--- src/rtl/nco_pkg.sv ---
package nco_pkg;

    // Quarter-wave table: round(127*sin(2*pi*r/256)) for r = 0..63
    function automatic logic [6:0] quarter_sin(input logic [5:0] r);
        logic [6:0] v;
        unique case (r)
            6'd0:  v = 7'd0;   6'd1:  v = 7'd3;   6'd2:  v = 7'd6;   6'd3:  v = 7'd9;
            6'd4:  v = 7'd12;  6'd5:  v = 7'd16;  6'd6:  v = 7'd19;  6'd7:  v = 7'd22;
            6'd8:  v = 7'd25;  6'd9:  v = 7'd28;  6'd10: v = 7'd31;  6'd11: v = 7'd34;
            6'd12: v = 7'd37;  6'd13: v = 7'd40;  6'd14: v = 7'd43;  6'd15: v = 7'd46;
            6'd16: v = 7'd49;  6'd17: v = 7'd51;  6'd18: v = 7'd54;  6'd19: v = 7'd57;
            6'd20: v = 7'd60;  6'd21: v = 7'd63;  6'd22: v = 7'd65;  6'd23: v = 7'd68;
            6'd24: v = 7'd71;  6'd25: v = 7'd73;  6'd26: v = 7'd76;  6'd27: v = 7'd78;
            6'd28: v = 7'd81;  6'd29: v = 7'd83;  6'd30: v = 7'd85;  6'd31: v = 7'd88;
            6'd32: v = 7'd90;  6'd33: v = 7'd92;  6'd34: v = 7'd94;  6'd35: v = 7'd96;
            6'd36: v = 7'd98;  6'd37: v = 7'd100; 6'd38: v = 7'd102; 6'd39: v = 7'd104;
            6'd40: v = 7'd106; 6'd41: v = 7'd107; 6'd42: v = 7'd109; 6'd43: v = 7'd111;
            6'd44: v = 7'd112; 6'd45: v = 7'd113; 6'd46: v = 7'd115; 6'd47: v = 7'd116;
            6'd48: v = 7'd117; 6'd49: v = 7'd118; 6'd50: v = 7'd120; 6'd51: v = 7'd121;
            6'd52: v = 7'd122; 6'd53: v = 7'd122; 6'd54: v = 7'd123; 6'd55: v = 7'd124;
            6'd56: v = 7'd125; 6'd57: v = 7'd125; 6'd58: v = 7'd126; 6'd59: v = 7'd126;
            6'd60: v = 7'd126; 6'd61: v = 7'd127; 6'd62: v = 7'd127; 6'd63: v = 7'd127;
            default: v = 7'd0;
        endcase
        return v;
    endfunction

    // Full-circle signed sine from an 8-bit index by quadrant folding
    function automatic logic signed [7:0] full_sin(input logic [7:0] idx);
        logic [5:0] r;
        logic [6:0] mag;
        r = idx[5:0];
        if (idx[6]) mag = (r == 6'd0) ? 7'd127 : quarter_sin(6'(7'd64 - {1'b0, r}));
        else        mag = quarter_sin(r);
        return idx[7] ? -$signed({1'b0, mag}) : $signed({1'b0, mag});
    endfunction

endpackage

--- src/rtl/nco_phase_acc.sv ---
module nco_phase_acc #(
    parameter int PHASE_W = 30,
    parameter int LANES   = 2
) (
    input  logic                         clk,
    input  logic                         rst_n,
    input  logic                         tune_we,
    input  logic [PHASE_W-1:0]           tune_word,
    input  logic                         phase_clr,
    output logic [LANES-1:0][PHASE_W-1:0] lane_phase
);
    logic [PHASE_W-1:0] acc_q;
    logic [PHASE_W-1:0] tw_q;
    logic [LANES:0][PHASE_W-1:0] chain;

    // Lane k phase = acc + k*F, built as an adder chain; chain[LANES] is the next base
    assign chain[0] = acc_q;
    for (genvar k = 1; k <= LANES; k++) begin : g_chain
        assign chain[k] = chain[k-1] + tw_q;
    end
    for (genvar k = 0; k < LANES; k++) begin : g_out
        assign lane_phase[k] = chain[k];
    end

    always_ff @(posedge clk) begin
        if (!rst_n) begin
            acc_q <= '0;
            tw_q  <= '0;
        end else begin
            if (phase_clr) acc_q <= '0;
            else           acc_q <= chain[LANES];
            if (tune_we)   tw_q  <= tune_word;
        end
    end

    assert_clear_zero_R7: assert property (@(posedge clk) disable iff (!rst_n)
        phase_clr |=> (acc_q == '0));

    assert_step_R2: assert property (@(posedge clk) disable iff (!rst_n)
        !phase_clr |=> (acc_q == PHASE_W'($past(acc_q) + PHASE_W'(LANES) * $past(tw_q))));

    assert_tune_load_R6: assert property (@(posedge clk) disable iff (!rst_n)
        tune_we |=> (tw_q == $past(tune_word)));
endmodule

--- src/rtl/nco_sincos.sv ---
module nco_sincos #(
    parameter int PHASE_W = 30,
    parameter int IDX_W   = 8
) (
    input  logic [PHASE_W-1:0] phase,
    output logic signed [7:0]  cos_v,
    output logic signed [7:0]  sin_v
);
    import nco_pkg::*;
    logic [IDX_W-1:0] idx;
    localparam logic [IDX_W-1:0] QUARTER = IDX_W'(1 << (IDX_W - 2));

    assign idx   = phase[PHASE_W-1 -: IDX_W];
    assign sin_v = full_sin(idx);
    assign cos_v = full_sin(idx + QUARTER);
endmodule

--- src/rtl/nco_lut_mult.sv ---
module nco_lut_mult #(
    parameter int SAMP_W = 8,
    parameter int COEF_W = 8
) (
    input  logic signed [SAMP_W-1:0]        samp,
    input  logic signed [COEF_W-1:0]        coef,
    output logic signed [SAMP_W+COEF_W-1:0] prod
);
    localparam int NIB   = SAMP_W / 2;
    localparam int ENT   = 1 << NIB;
    localparam int PW    = SAMP_W + COEF_W;

    // Table of multiples j*coef, filled by an adder chain
    logic signed [ENT-1:0][PW-1:0] mult_tab;
    assign mult_tab[0] = '0;
    for (genvar j = 1; j < ENT; j++) begin : g_tab
        assign mult_tab[j] = mult_tab[j-1] + PW'(coef);
    end

    logic signed [PW-1:0] hi_part;
    logic signed [PW-1:0] lo_part;
    logic signed [PW-1:0] coef_ext;

    assign coef_ext = PW'(coef);
    always_comb begin
        lo_part = mult_tab[samp[NIB-1:0]];
        hi_part = mult_tab[samp[SAMP_W-1:NIB]];
        // Upper nibble is signed: a set sign bit means subtract ENT*coef
        if (samp[SAMP_W-1]) hi_part = hi_part - (coef_ext <<< NIB);
        prod = (hi_part <<< NIB) + lo_part;
    end
endmodule

--- src/rtl/nco_iq_mixer.sv ---
module nco_iq_mixer #(
    parameter int PHASE_W = 30,
    parameter int SAMP_W  = 8,
    parameter int LANES   = 2,
    parameter int OUT_W   = 16
) (
    input  logic                      clk,
    input  logic                      rst_n,
    input  logic                      tune_we,
    input  logic [PHASE_W-1:0]        tune_word,
    input  logic                      phase_clr,
    input  logic                      in_valid,
    input  logic [LANES*SAMP_W-1:0]   in_samp,
    output logic                      out_valid,
    output logic [LANES*OUT_W-1:0]    out_i,
    output logic [LANES*OUT_W-1:0]    out_q
);
    localparam int COEF_W = 8;
    localparam int PW     = SAMP_W + COEF_W;

    logic [LANES-1:0][PHASE_W-1:0] lane_phase;
    logic [LANES*OUT_W-1:0] i_next, q_next;

    nco_phase_acc #(.PHASE_W(PHASE_W), .LANES(LANES)) u_acc (
        .clk        (clk),
        .rst_n      (rst_n),
        .tune_we    (tune_we),
        .tune_word  (tune_word),
        .phase_clr  (phase_clr),
        .lane_phase (lane_phase)
    );

    for (genvar k = 0; k < LANES; k++) begin : g_lane
        logic signed [COEF_W-1:0] c_v, s_v;
        logic signed [PW-1:0]     pi, ps;
        logic signed [SAMP_W-1:0] smp;

        assign smp = in_samp[k*SAMP_W +: SAMP_W];

        nco_sincos #(.PHASE_W(PHASE_W), .IDX_W(8)) u_sc (
            .phase (lane_phase[k]),
            .cos_v (c_v),
            .sin_v (s_v)
        );
        nco_lut_mult #(.SAMP_W(SAMP_W), .COEF_W(COEF_W)) u_mi (
            .samp (smp), .coef (c_v), .prod (pi)
        );
        nco_lut_mult #(.SAMP_W(SAMP_W), .COEF_W(COEF_W)) u_mq (
            .samp (smp), .coef (s_v), .prod (ps)
        );
        assign i_next[k*OUT_W +: OUT_W] = OUT_W'(pi);
        assign q_next[k*OUT_W +: OUT_W] = OUT_W'(-ps);
    end

    always_ff @(posedge clk) begin
        if (!rst_n) begin
            out_valid <= 1'b0;
            out_i     <= '0;
            out_q     <= '0;
        end else begin
            out_valid <= in_valid;
            if (in_valid) begin
                out_i <= i_next;
                out_q <= q_next;
            end
        end
    end

    assert_valid_on_R4: assert property (@(posedge clk) disable iff (!rst_n)
        in_valid |=> out_valid);

    assert_valid_off_R4: assert property (@(posedge clk) disable iff (!rst_n)
        !in_valid |=> !out_valid);

    assert_hold_R5: assert property (@(posedge clk) disable iff (!rst_n)
        !in_valid |=> ($stable(out_i) && $stable(out_q)));
endmodule

--- config.mk ---
export PLATFORM = sky130hd
export DESIGN_NAME = nco_iq_mixer
export DESIGN_NICKNAME = d
export VERILOG_FILES = /design/src/rtl/nco_pkg.sv /design/src/rtl/nco_phase_acc.sv /design/src/rtl/nco_sincos.sv /design/src/rtl/nco_lut_mult.sv /design/src/rtl/nco_iq_mixer.sv
export SDC_FILE = /design/constraint.sdc
export NUM_CORES = 2
export LEC_CHECK = 0
export ABC_AREA = 0
export ABC_CLOCK_PERIOD_IN_PS = 17100
export BUFFER_PORTS_ARGS = -buffer_cell sky130_fd_sc_hd__clkbuf_2
export CORE_ASPECT_RATIO = 1.4
export CORE_MARGIN = 2
export CORE_UTILIZATION = 30
export DETAILED_ROUTE_END_ITERATION = 10
export PLACE_DENSITY = 0.54
export SYNTH_ARGS = -nofsm -noshare
export SYNTH_HDL_FRONTEND = slang
export SYNTH_SLANG_ARGS = --single-unit
--- constraint.sdc ---
create_clock -name clk -period 17.1 [get_ports clk]
set_input_delay 3.42 -clock clk [delete_from_list [all_inputs] [get_ports clk]]
set_output_delay 3.42 -clock clk [all_outputs]
set_load 0.05 [all_outputs]
==> reports/results.txt <==
outcome: finished clean
area of the die: 164,600 um2
residual overflow from global routing: 0
number of global-route vias before repair: 53,930
count of H-tree levels built during CTS: 4
synthesis-to-finish area growth: 37.45%
reg-to-reg startpoint: u_acc.acc_q[0]$_SDFF_PP0_
area after detailed placement: 59,950 um2
max-capacitance violation count: 0
first-pass GRT wire length: 303.6 mm
drt initial violations: 3,089
number of sinks handled by clock tree synthesis: 132
DRC violations left: 0
proportion of synthesized chip area in sequential cells: 5.461%
Yosys warnings: 0
critical path endpoint: out_q[31]$_SDFFE_PN0P_
effective utilization at floorplan: 30.16%
number of enable-type register cells in the synthesized netlist: 0
number of nets in the layout: 8,266
total global-route track usage: 23.58%
CP Max Fanout: 12
logic depth of the worst register-to-register path: 84
TritonRoute pass-1 iters: 8
share of layout cells above drive strength 1: 34.55%
Slowest-stage cell, CP: fa_2
area occupied by multi-input gates: 48,270 um2
latest clock arrival within the worst-skew pair: 0.55 ns
number of top-level pins: 116
post-detailed-route via-to-cell ratio: 5.570
stages on the worst setup path: 84
port buffer count: 115
Critical Path Start Type: flop
core area: 160,500 um2
WP data required: 17.51 ns
number of hold buffers added after cts: 0
worst setup path category: reg -> reg
number of buffers and inverters on the critical path: 15
sequential cell area: 2653 um2
Detail Placement HPWL: 156.3 mm
Critical path origin: u_acc.acc_q[0]$_SDFF_PP0_
Peak Freq: 58.54 MHz
ANT nets after route: 0
setup repair after global routing missed its margin: yes
initial antenna violation count: 7
Core Util, Final: 41.45%
DR WL/cell: 20.98 um
dominant synthesized flop cell: dfxtp_1
post-route design area: 66,510 um2
fill cell instance count of the final layout: 16,140
worst rel slew slack: 12.32%
total clock buffers created by CTS: 17
die height: 479.2 um
pin count of the biggest net entering global routing: 64
root cell of the clock tree: clkbuf_16
non-filler instance count after layout: 9,560
area of the mapped netlist: 48,390 um2
final worst clock skew: 0.01603 ns
Chip Width: 343.4 um
Netlist cell types: 113
post-synthesis average cell area: 7.710 um2
clock tree from TritonCTS: done
Worst path max stage delay: 0.54 ns
cell family contributing the most delay on the critical path: adder cells
largest buffer count on any clock path: 2
Final Hold Slack: 0.4752 ns
wire length after detailed routing: 200.5 mm
Clk pin slew, worst setup/hold paths: 0.08 ns
proportion of synthesized flip-flops having asynchronous set or reset: 0%
Via Count: 53,250
number of instances in the synthesized netlist: 6,276
global placer's final weighted congestion: 0.9476
critical register-to-register path endpoint: out_q[31]$_SDFFE_PN0P_
number of rows in the core area: 174
post-layout minimum cycle time: 17.08 ns
Inst Count DP: 9,398
final-report max-slew violation count: 0
Slew @ Worst Pin: 1.310 ns
Final setup violation count: 0
final worst path period share: 99.90%
worst path arrival time: 17.50 ns
number of synthesized register bits: 132
number of hold violations in the final report: 0
Worst Hold Class: reg -> reg
kind of end point of the critical path: flop
Register-to-Register Setup Slack: 0.02 ns
critical path's most frequent cell: ha_1
## Yosys cell counts (90+ instances only)
cell	instances	area [um2]
ha_1	753	9422
a21oi_1	637	3188
nor2_1	508	1907
inv_1	470	1764
xnor2_1	438	3836
nand2_1	391	1468
o21ai_0	340	1702
mux4_2	215	4842
o21bai_1	215	1614
a21o_1	210	1577
clkbuf_1	205	769.5
xor2_1	198	1734
dfxtp_1	132	2643
mux2i_1	124	1241
nor3_1	123	615.6
nand2b_1	92	575.6
nand3_1	90	450.4
## worst min path at each step
stage                                      startpoint                     endpoint  slack, ns  cells after the start
after global routing            out_q[2]$_SDFFE_PN0P_        out_q[2]$_SDFFE_PN0P_       0.51                      2
after detailed placement       out_q[16]$_SDFFE_PN0P_       out_q[16]$_SDFFE_PN0P_       0.46                      2
after global placement          out_q[8]$_SDFFE_PN0P_        out_q[8]$_SDFFE_PN0P_       0.46                      2
final                          out_q[16]$_SDFFE_PN0P_       out_q[16]$_SDFFE_PN0P_       0.48                      2
after CTS                      out_q[16]$_SDFFE_PN0P_       out_q[16]$_SDFFE_PN0P_       0.48                      2
after floorplan           u_acc.tw_q[10]$_SDFFE_PN0P_  u_acc.tw_q[10]$_SDFFE_PN0P_       0.50                      2
## metrics by stage
step	setup WS [ns]	setup TNS, ns
after global routing	-0.6749	-3.610
after global placement	-1.040	-5.220
after CTS	-0.1731	-0.2236
after floorplan	-0.1340	-0.2372
final	0.01625	0
after detailed placement	-1.218	-7.966
## tightest hold or removal path, stage by stage (launching register included)
cell	delay [ns]
dfxtp_1	0.31
nand2b_1	0.06
a21oi_1	0.06
## metal layers
metal / share of wire [%] / track usage, % / up-vias
met2: 52 / 44.10 / 1578
met4: 6.1 / 12.95 / 10
met3: 5.1 / 3.306 / 580
li1: - / - / 25380
met5: 0.026 / 0 / -
met1: 37 / 25.15 / 25700
## layout make-up
cell class	instances	area share, %
antenna	4	0.01505
inverter	492	2.828
timing repair buffer	1412	15.72
clock buffer	18	0.6603
clock inverter	14	0.2314
sequential	132	3.988
multi-input combinational	5376	72.59
tap	2112	3.973
## state kept, by name, indices dropped and copies added (netlist names), named ones only
| signal | cells |
|---|---|
| out_valid | 1 |
| out_i | 32 |
| out_q | 32 |
| u_acc.tw_q | 30 |
| u_acc.acc_q | 30 |
## layout by cell type (no fill, tap or decap), types with 33 or more instances in the layout
| master | n |
|---|---|
| buf_4 | 1282 |
| ha_1 | 612 |
| a21oi_1 | 478 |
| nor2_1 | 468 |
| inv_1 | 428 |
| nand2_1 | 382 |
| o21ai_0 | 288 |
| xnor2_1 | 274 |
| mux4_2 | 215 |
| a21o_1 | 210 |
| o21bai_1 | 180 |
| xnor2_2 | 150 |
| a21oi_2 | 145 |
| xor2_1 | 134 |
| dfxtp_1 | 126 |
| mux2i_1 | 122 |
| ha_4 | 119 |
| nor3_1 | 110 |
| clkbuf_2 | 107 |
| nand2b_1 | 89 |
| nand3_1 | 87 |
| o211ai_1 | 73 |
| o21a_1 | 70 |
| nor2b_1 | 64 |
| a211oi_1 | 57 |
| xor2_2 | 54 |
| inv_2 | 50 |
| a31oi_1 | 48 |
| o21ai_1 | 46 |
| o22ai_1 | 35 |
| and3_1 | 34 |
| nor2_2 | 33 |
## cell families (layout without fill, tap and decap cells)
family / after synthesis / after routing / share of synthesized area (%)
AO/OA/AOI/OAI: 2083 / 2083 / 28.15
AND/OR/NAND/NOR: 1480 / 1480 / 14.11
adder cells (fa/ha/maj): 788 / 788 / 20.84
buffers and inverters: 775 / 1936 / 6.196
XOR/XNOR: 643 / 643 / 11.81
multiplexers: 373 / 373 / 13.42
flip-flops: 132 / 132 / 5.461
other: 2 / 13 / 0.01552
## what timing repair did
item                       in CTS  in global routing
pin swaps                     127                209
setup endpoints to repair      17                 28
buffers inserted               54                 75
gates resized for setup       239                630
Power is not shown: default switching activity piles up to over one toggle a cycle in this logic, so the estimate is an artifact.
